`src/rtl/gpio_irq_expander.sv`:
```
module gpio_irq_expander #(
  parameter int BUS_W      = 16,
  parameter int REG_W      = 8,
  parameter int N_OUT_REGS = 2,
  parameter int N_IN_REGS  = 2,
  parameter int N_IRQ      = 8,
  parameter bit INV_ACK    = 1'b0,
  parameter int ADDR_W     = 8
) (
  input  logic                          clk,
  input  logic                          rst_n,
  input  logic [ADDR_W-1:0]             addr,
  input  logic                          wr_en,
  input  logic [BUS_W-1:0]              wdata,
  output logic [BUS_W-1:0]              rdata,
  output logic [N_OUT_REGS*REG_W-1:0]   out_pins,
  input  logic [N_IN_REGS*REG_W-1:0]    in_pins,
  input  logic [N_IRQ-1:0]              irq_src,
  output logic                          irq_out
);

  localparam int BSHIFT  = (BUS_W == 32) ? 2 : 1;
  localparam int ACK_IDX = N_OUT_REGS + N_IN_REGS;
  localparam int N_OUTP  = N_OUT_REGS * REG_W;
  localparam int N_INP   = N_IN_REGS * REG_W;
  localparam logic [15:0] CLR_CODE = INV_ACK ? 16'h0000 : 16'hFFFF;

  logic [ADDR_W-1:0] idx;
  assign idx = addr >> BSHIFT;

  logic [N_OUTP-1:0] out_q;
  logic [N_INP-1:0]  in_s1, in_s2;
  logic [N_IRQ-1:0]  src_s1, src_s2, src_s3, rise, pend;
  logic              irq_q;

  wire ack_clr = wr_en && (idx == ADDR_W'(ACK_IDX)) && (wdata[15:0] == CLR_CODE);
  wire out_wr  = wr_en && (idx < ADDR_W'(N_OUT_REGS));

  genvar g;
  generate
    for (g = 0; g < N_OUT_REGS; g++) begin : g_out
      always_ff @(posedge clk or negedge rst_n)
        if (!rst_n)
          out_q[g*REG_W +: REG_W] <= '0;
        else if (wr_en && idx == ADDR_W'(g))
          out_q[g*REG_W +: REG_W] <= wdata[REG_W-1:0];
    end
  endgenerate

  always_ff @(posedge clk or negedge rst_n)
    if (!rst_n) begin
      in_s1  <= '0;
      in_s2  <= '0;
      src_s1 <= '0;
      src_s2 <= '0;
      src_s3 <= '0;
      pend   <= '0;
      irq_q  <= 1'b0;
    end else begin
      in_s1  <= in_pins;
      in_s2  <= in_s1;
      src_s1 <= irq_src;
      src_s2 <= src_s1;
      src_s3 <= src_s2;
      pend   <= (ack_clr ? '0 : pend) | rise;
      irq_q  <= !ack_clr && (|pend);
    end

  assign rise     = src_s2 & ~src_s3;
  assign out_pins = out_q;
  assign irq_out  = irq_q;

  always_comb begin
    rdata = '0;
    for (int i = 0; i < N_OUT_REGS; i++)
      if (idx == ADDR_W'(i)) rdata[REG_W-1:0] = out_q[i*REG_W +: REG_W];
    for (int i = 0; i < N_IN_REGS; i++)
      if (idx == ADDR_W'(N_OUT_REGS + i)) rdata[REG_W-1:0] = in_s2[i*REG_W +: REG_W];
    if (idx == ADDR_W'(ACK_IDX)) rdata[N_IRQ-1:0] = pend;
  end

  assert_out_hold_R3: assert property (@(posedge clk) disable iff (!rst_n)
    !out_wr |=> $stable(out_pins));
  assert_edge_sets_R6: assert property (@(posedge clk) disable iff (!rst_n)
    (|rise) |=> ((pend & $past(rise)) == $past(rise)));
  assert_edge_beats_clear_R8: assert property (@(posedge clk) disable iff (!rst_n)
    (ack_clr && rise == '0) |=> (pend == '0));
  assert_irq_drop_R9: assert property (@(posedge clk) disable iff (!rst_n)
    ack_clr |=> !irq_out);
  assert_irq_rise_R9: assert property (@(posedge clk) disable iff (!rst_n)
    (!ack_clr && (|pend)) |=> irq_out);
  assert_pend_sticky_R6: assert property (@(posedge clk) disable iff (!rst_n)
    !ack_clr |=> ((pend & $past(pend)) == $past(pend)));

endmodule

```
`config.mk`:
```
export PLATFORM = sky130hd
export DESIGN_NAME = gpio_irq_expander
export DESIGN_NICKNAME = d
export VERILOG_FILES = /design/src/rtl/gpio_irq_expander.sv
export SDC_FILE = /design/constraint.sdc
export NUM_CORES = 1
export LEC_CHECK = 0
export BUFFER_PORTS_ARGS = -buffer_cell sky130_fd_sc_hd__buf_2
export CAP_MARGIN = 25
export CORE_ASPECT_RATIO = 2
export CORE_MARGIN = 2
export CORE_UTILIZATION = 45
export CTS_BUF_LIST = sky130_fd_sc_hd__clkbuf_8
export DETAILED_ROUTE_END_ITERATION = 6
export GPL_TIMING_DRIVEN = 0
export HOLD_SLACK_MARGIN = 0.12
export PLACE_DENSITY_LB_ADDON = 0.25
export SYNTH_ARGS = -nofsm -noshare
export SYNTH_HDL_FRONTEND = slang
export SYNTH_SLANG_ARGS = --single-unit
```
`constraint.sdc`:
```
create_clock -name clk -period 2.7 [get_ports clk]
set_input_delay 0.405 -clock clk [delete_from_list [all_inputs] [get_ports clk]]
set_output_delay 0.405 -clock clk [all_outputs]
set_load 0.02 [all_outputs]
```
==> flow_summary.toml, run 1 <==
[outcome]
status = "finished clean"

[timing]
skew_ns = 0.006306
rsz0062_at_grt = "false"
min_period_ns = 2.387
max_freq_mhz = 418.9
whs_ns = 0.1580
finalSetupViolations = 0
drv_slew = 0
worst_pin_slew_ns = 0.8425
slew_headroom_pct = 43.36
hold_viol = 0
fin_crit_sh_pct = 88.41
fin_setup_tns_ns = 0

[critical_path]
r2r-start = "pend[6]$_DFF_PN0_"
critPathMaxStageDelay_ns = 0.56
worst_setup_path_end_kind = "output pin"
slowest_stage = "or3b_2"
r2r_end = "irq_out$_DFF_PN0_"
crit_buf_inv = 2
cp-startpoint = "addr[2]"
required_ns = 2.30
crit_family = "simple AND/OR/NAND/NOR gates"
crit_path_start_kind = "input pin"
rr_worst_depth = 3
crit_chain = "clkbuf_1, or3b_2, nor2_1, a22o_1, buf_2"
path_class = "in2out"
worst_ep_arrival_time_ns = 1.98
reg2reg_slack_ns = 1.47
path_max_fanout = 10

[placed_design]
placed_area_um2 = 3379
place_hpwl_um = 3630
io_buffers = 73
gp_congestion = 0.7567

[layout]
layout_common_cells = "81 x dfrtp_1, 74 x buf_2, 15 x mux2_2, 11 x nor2_1, 11 x clkbuf_8"
fill_cells = 529
final_common_cell = "dfrtp_1"
drive_gt1_share_pct = 45.26
diodes = 0
fin_nets = 320
final_area_um2 = 3565
synthToLayoutAreaGrowth_pct = 25.07

[routing]
wl_um = 4887
dr_total_vias = 1725
drtPass1Iterations = 4
wl_per_cell_um = 13.58
drc = 0
drtIter0Drc = 64
final_antenna_net_count = 0
viasPerCell = 4.792

[synthesis]
synth-seq-cells = 81
synth_cells = 176
synth_warnings = 0
synthesis.area_um2 = 2850
avgSynthCellArea_um2 = 16.19
post_synth_num_cell_types = 23
seq_area_frac_synth_pct = 71.12

[floorplan]
die_height_um = 116.6
die_w_um = 60.28
fp-row-count = 41
io_pins = 84
start_util_pct = 45.92
die_area_um2 = 7025
coreArea_um2 = 6207

[grt]
grt_pass1_wl_um = 7886
grt_pass1_vias = 1684
antenna_found_initial = 0
overflow = 0
grt_usage_pct = 15.87
grt_max_degree = 58

[clocking]
cts_sinks = 81
clock_latency_ns = 0.35
cts_made_buffers = 9
postCtsHoldBufs = 1
htreeDepth = 3
cts.clk_slew.worst_paths_ns = 0.07
clock_path_buffers = 2
ctsResizeCount = 0
cts_tree = "built"
root_buffer = "clkbuf_8"
post_cts_buffers = 0

[worst_hold_path]
hold_path_class = "in2reg"
hold_depth = 1
hold_start = "in_pins[0]"
hold-path-endpoint = "in_s1[0]$_DFF_PN0_"

[power_and_ir_drop]
leakage_nw = 1.690
powerDensity_nw_per_um2 = 633.8
ir_worst_vdd_mv = 0.3591

[flow_run]
maxCapViolations = 0
-- metal layers --
metal / track usage [%] / up-vias / part of all wire (%)
met5: 0 / - / 0
met4: 7.556 / 0 / 2.2
met3: 5.980 / 9 / 8.7
met2: 24.35 / 76 / 49
met1: 19.59 / 831 / 40
li1: - / 809 / -
-- where the power goes --
part           total, mW  leakage [nW]  internal, mW  switching, mW
clock network      0.752        0.0991         0.372          0.379
logic              0.207         0.642        0.0936          0.114
registers           1.30         0.949          1.27         0.0257
total               2.26          1.69          1.74          0.519
-- synth_stat cells --
| master | n | area share, % |
|---|---|---|
| or3b_2 | 1 | 0.31 |
| buf_4 | 8 | 2.1 |
| nor4_1 | 8 | 1.8 |
| mux4_2 | 8 | 6.3 |
| a21oi_1 | 9 | 1.6 |
| nor2_1 | 11 | 1.4 |
| nor3_1 | 1 | 0.18 |
| dfrtp_1 | 81 | 71 |
| a22o_1 | 8 | 2.5 |
| nor4_4 | 2 | 1.5 |
| buf_2 | 2 | 0.35 |
| inv_1 | 1 | 0.13 |
| nand4_1 | 3 | 0.66 |
| or4_1 | 3 | 0.79 |
| nand2_1 | 1 | 0.13 |
| nand3_1 | 1 | 0.18 |
| nor2b_1 | 8 | 1.8 |
| mux2_2 | 15 | 5.9 |
| mux2_1 | 1 | 0.40 |
| clkbuf_1 | 1 | 0.13 |
| nor4_2 | 1 | 0.44 |
| nand2b_1 | 1 | 0.22 |
| conb_1 | 1 | 0.13 |
-- registers in the layout, indices dropped and copies added, names as in the netlist --
name and flops:
in_s1 16, in_s2 16, irq_out 1, out_pins 16, pend 8, src_s1 8, src_s2 8, src_s3 8
-- layout make-up --
cell class	instances	area, um2	share of cell area, %
flip-flops and latches	81	2027	56.86
repair buffers	75	405.4	11.37
inverters	1	3.754	0.1053
multi-input cells	90	772.0	21.66
clock buffers	11	151.4	4.247
well taps	86	107.6	3.019
clock inverters	5	23.77	0.6669
plain buffers	11	73.82	2.071
-- per-stage QoR --
step | instances | worst slack [ns] | power, mW | utilization [%]
after floorplan | 183 | 0.5695 | 1.425 | -
after detailed placement | 343 | 0.2945 | 1.536 | 54.44
after global placement | 342 | 0.3210 | 1.523 | 53.96
after global routing | 360 | 0.1666 | 2.372 | 57.43
after CTS | 360 | 0.2970 | 2.301 | 57.43
final | 360 | 0.3130 | 2.259 | 57.43
-- worst max-delay path by stage --
stage                           to  slack [ns]  cells after the start
final                     rdata[3]        0.31                      5
after global routing      rdata[3]        0.17                      5
after CTS                 rdata[3]        0.30                      5
after detailed placement  rdata[3]        0.29                      5
after global placement    rdata[1]        0.32                      5
after floorplan           rdata[0]        0.57                      4
-- cells by family after synthesis --
kind of cell | share of synthesized area, %
flip-flops | 71.11
AND/OR/NAND/NOR | 9.350
multiplexers | 12.64
AO/OA/AOI/OAI | 4.039
buffers and inverters | 2.722
other | 0.1316
No activity file was read; power rests on OpenSTA's default activity.
==> run 2, diff against run 1 <==
==> constraint.sdc (replaced) <==
create_clock -name clk -period 1.95 [get_ports clk]
set_input_delay 0.2925 -clock clk [delete_from_list [all_inputs] [get_ports clk]]
set_output_delay 0.2925 -clock clk [all_outputs]
set_load 0.02 [all_outputs]
==> run 2 against run 1 <==
  * Core utilization up 4.6 points
  * Clock power up 38%
  * Routed wire length up 5.0%
  * Combinational power up 61%
  * Sequential power up 38%
  * Sequential share of layout area down 4.2 points
  * Setup slack worse by 0.27 ns
  * Final area up 7.9%
  * Via count up 5.7%
==> flow_summary.toml, run 2 (synthesized netlist as in run 1, its figures left out) <==
[grt]
grt_usage_pct = 16.32
grt_max_degree = 58
grt_pass1_wl_um = 8169
overflow = 0
antenna_found_initial = 0
grt_pass1_vias = 1792

[timing]
slew_headroom_pct = 43.52
fin_crit_sh_pct = 97.78
fin_setup_tns_ns = 0
finalSetupViolations = 0
drv_slew = 0
min_period_ns = 1.907
fin_ws_ns = 0.04323
hold_viol = 0
worst_pin_slew_ns = 0.8402
max_freq_mhz = 524.4
skew_ns = 0.007478
whs_ns = 0.2047

[worst_hold_path]
hold_path_class = "in2reg"

[layout]
synthToLayoutAreaGrowth_pct = 34.99
final_area_um2 = 3847
fin_nets = 345
fill_cells = 500
utilization_pct = 61.98
drive_gt1_share_pct = 42.81
stdcell_count = 385
diodes = 0
layout_common_cells = "81 x dfrtp_1, 69 x buf_2, 25 x dlygate4sd3_1, 15 x mux2_2, 14 x buf_4"
final_common_cell = "dfrtp_1"

[routing]
final_antenna_net_count = 0
drtIter0Drc = 76
dr_total_vias = 1824
viasPerCell = 4.738
drtPass1Iterations = 4
drc = 0
wl_um = 5131
wl_per_cell_um = 13.33

[clocking]
clock_latency_ns = 0.35
root_buffer = "clkbuf_8"
cts_tree = "built"
cts.clk_slew.worst_paths_ns = 0.08
cts_made_buffers = 9
cts_sinks = 81
htreeDepth = 3
clock_path_buffers = 2

[flow_run]
maxCapViolations = 0

[floorplan]
coreArea_um2 = 6207
start_util_pct = 45.92
die_height_um = 116.6
fp-row-count = 41
die_area_um2 = 7025
die_w_um = 60.28
io_pins = 84

[placed_design]
place_hpwl_um = 3630
placed_area_um2 = 3379
place_ws_ns = -0.2618
io_buffers = 73
place_inst = 343
gp_congestion = 0.7567

[outcome]
status = "finished clean"

[critical_path]
critPathMaxStageDelay_ns = 0.49
path_class = "reg2out"
worst_setup_path_end_kind = "output pin"
path_max_fanout = 3
worst_ep_arrival_time_ns = 1.61
slowest_stage = "mux4_2"
crit_chain = "mux4_2, a22o_1, buf_2"
required_ns = 1.66
crit_path_start_kind = "flip-flop"

[power_and_ir_drop]
leakage_nw = 1.804
powerDensity_nw_per_um2 = 825.7
ir_worst_vdd_mv = 0.5140
finalPower_mw = 3.177
==> run 2: cell types whose count changed in the layout (fill, tap and decap cells not counted), sizes merged <==
cell         before  now
dlygate4sd3       1   25
buf              84   85
==> run 2: critical path, delay by kind of cell, from the launching register on <==
family          cells  cell delay [ns]
mux                 1             0.49
compound gates      1             0.22
buf+inv             1             0.16
flops               1             0.40
==> run 2: layer usage <==
metal | GRT usage, % | vias up | wire [um]
li1 | - | 856 | -
met1 | 19.66 | 881 | 1991
met2 | 25.80 | 77 | 2611
met3 | 5.869 | 10 | 419
met4 | 7.556 | 0 | 109
met5 | 0 | - | 0
==> run 2: layout make-up <==
| cell class | instances | area, um2 | share of cell area [%] |
|---|---|---|---|
| plain buffers | 11 | 83.83 | 2.179 |
| clock buffers | 11 | 151.4 | 3.935 |
| clock inverters | 5 | 23.77 | 0.6179 |
| inverters | 1 | 3.754 | 0.09756 |
| multi-input cells | 90 | 789.5 | 20.52 |
| flip-flops and latches | 81 | 2027 | 52.68 |
| well taps | 86 | 107.6 | 2.797 |
| repair buffers | 100 | 660.6 | 17.17 |
==> run 2: power breakdown <==
part / switching (mW) / internal, mW / total [mW] / leakage (nW)
sequential: 0.0356 / 1.76 / 1.80 / 0.949
clock: 0.528 / 0.515 / 1.04 / 0.0991
combinational: 0.167 / 0.166 / 0.333 / 0.756
==> run 2: what timing repair did <==
item | 4_1_cts | 5_1_grt
pin swaps | 0 | 2
endpoints found under the setup margin | 8 | 8
setup buffers | 0 | 1
gates cloned | 0 | 0
resized for setup | 6 | 7
hold endpoints to repair | 48 | 0
hold buffers | 25 | 0
==> run 2: final timing paths <==
path	from	endpoint	slack (ns)	cells after the start
setup / recovery	out_pins[2]$_DFFE_PN0P_	rdata[2]	0.04	3
hold / removal	wdata[0]	out_pins[0]$_DFFE_PN0P_	0.20	2
setup reg to reg	pend[6]$_DFF_PN0_	irq_out$_DFF_PN0_	0.72	3
hold reg to reg	in_s1[2]$_DFF_PN0_	in_s2[2]$_DFF_PN0_	0.34	0
max in group asynchronous	rst_n	in_s1[2]$_DFF_PN0_	1.00	3
min in group asynchronous	rst_n	src_s3[6]$_DFF_PN0_	0.38	2
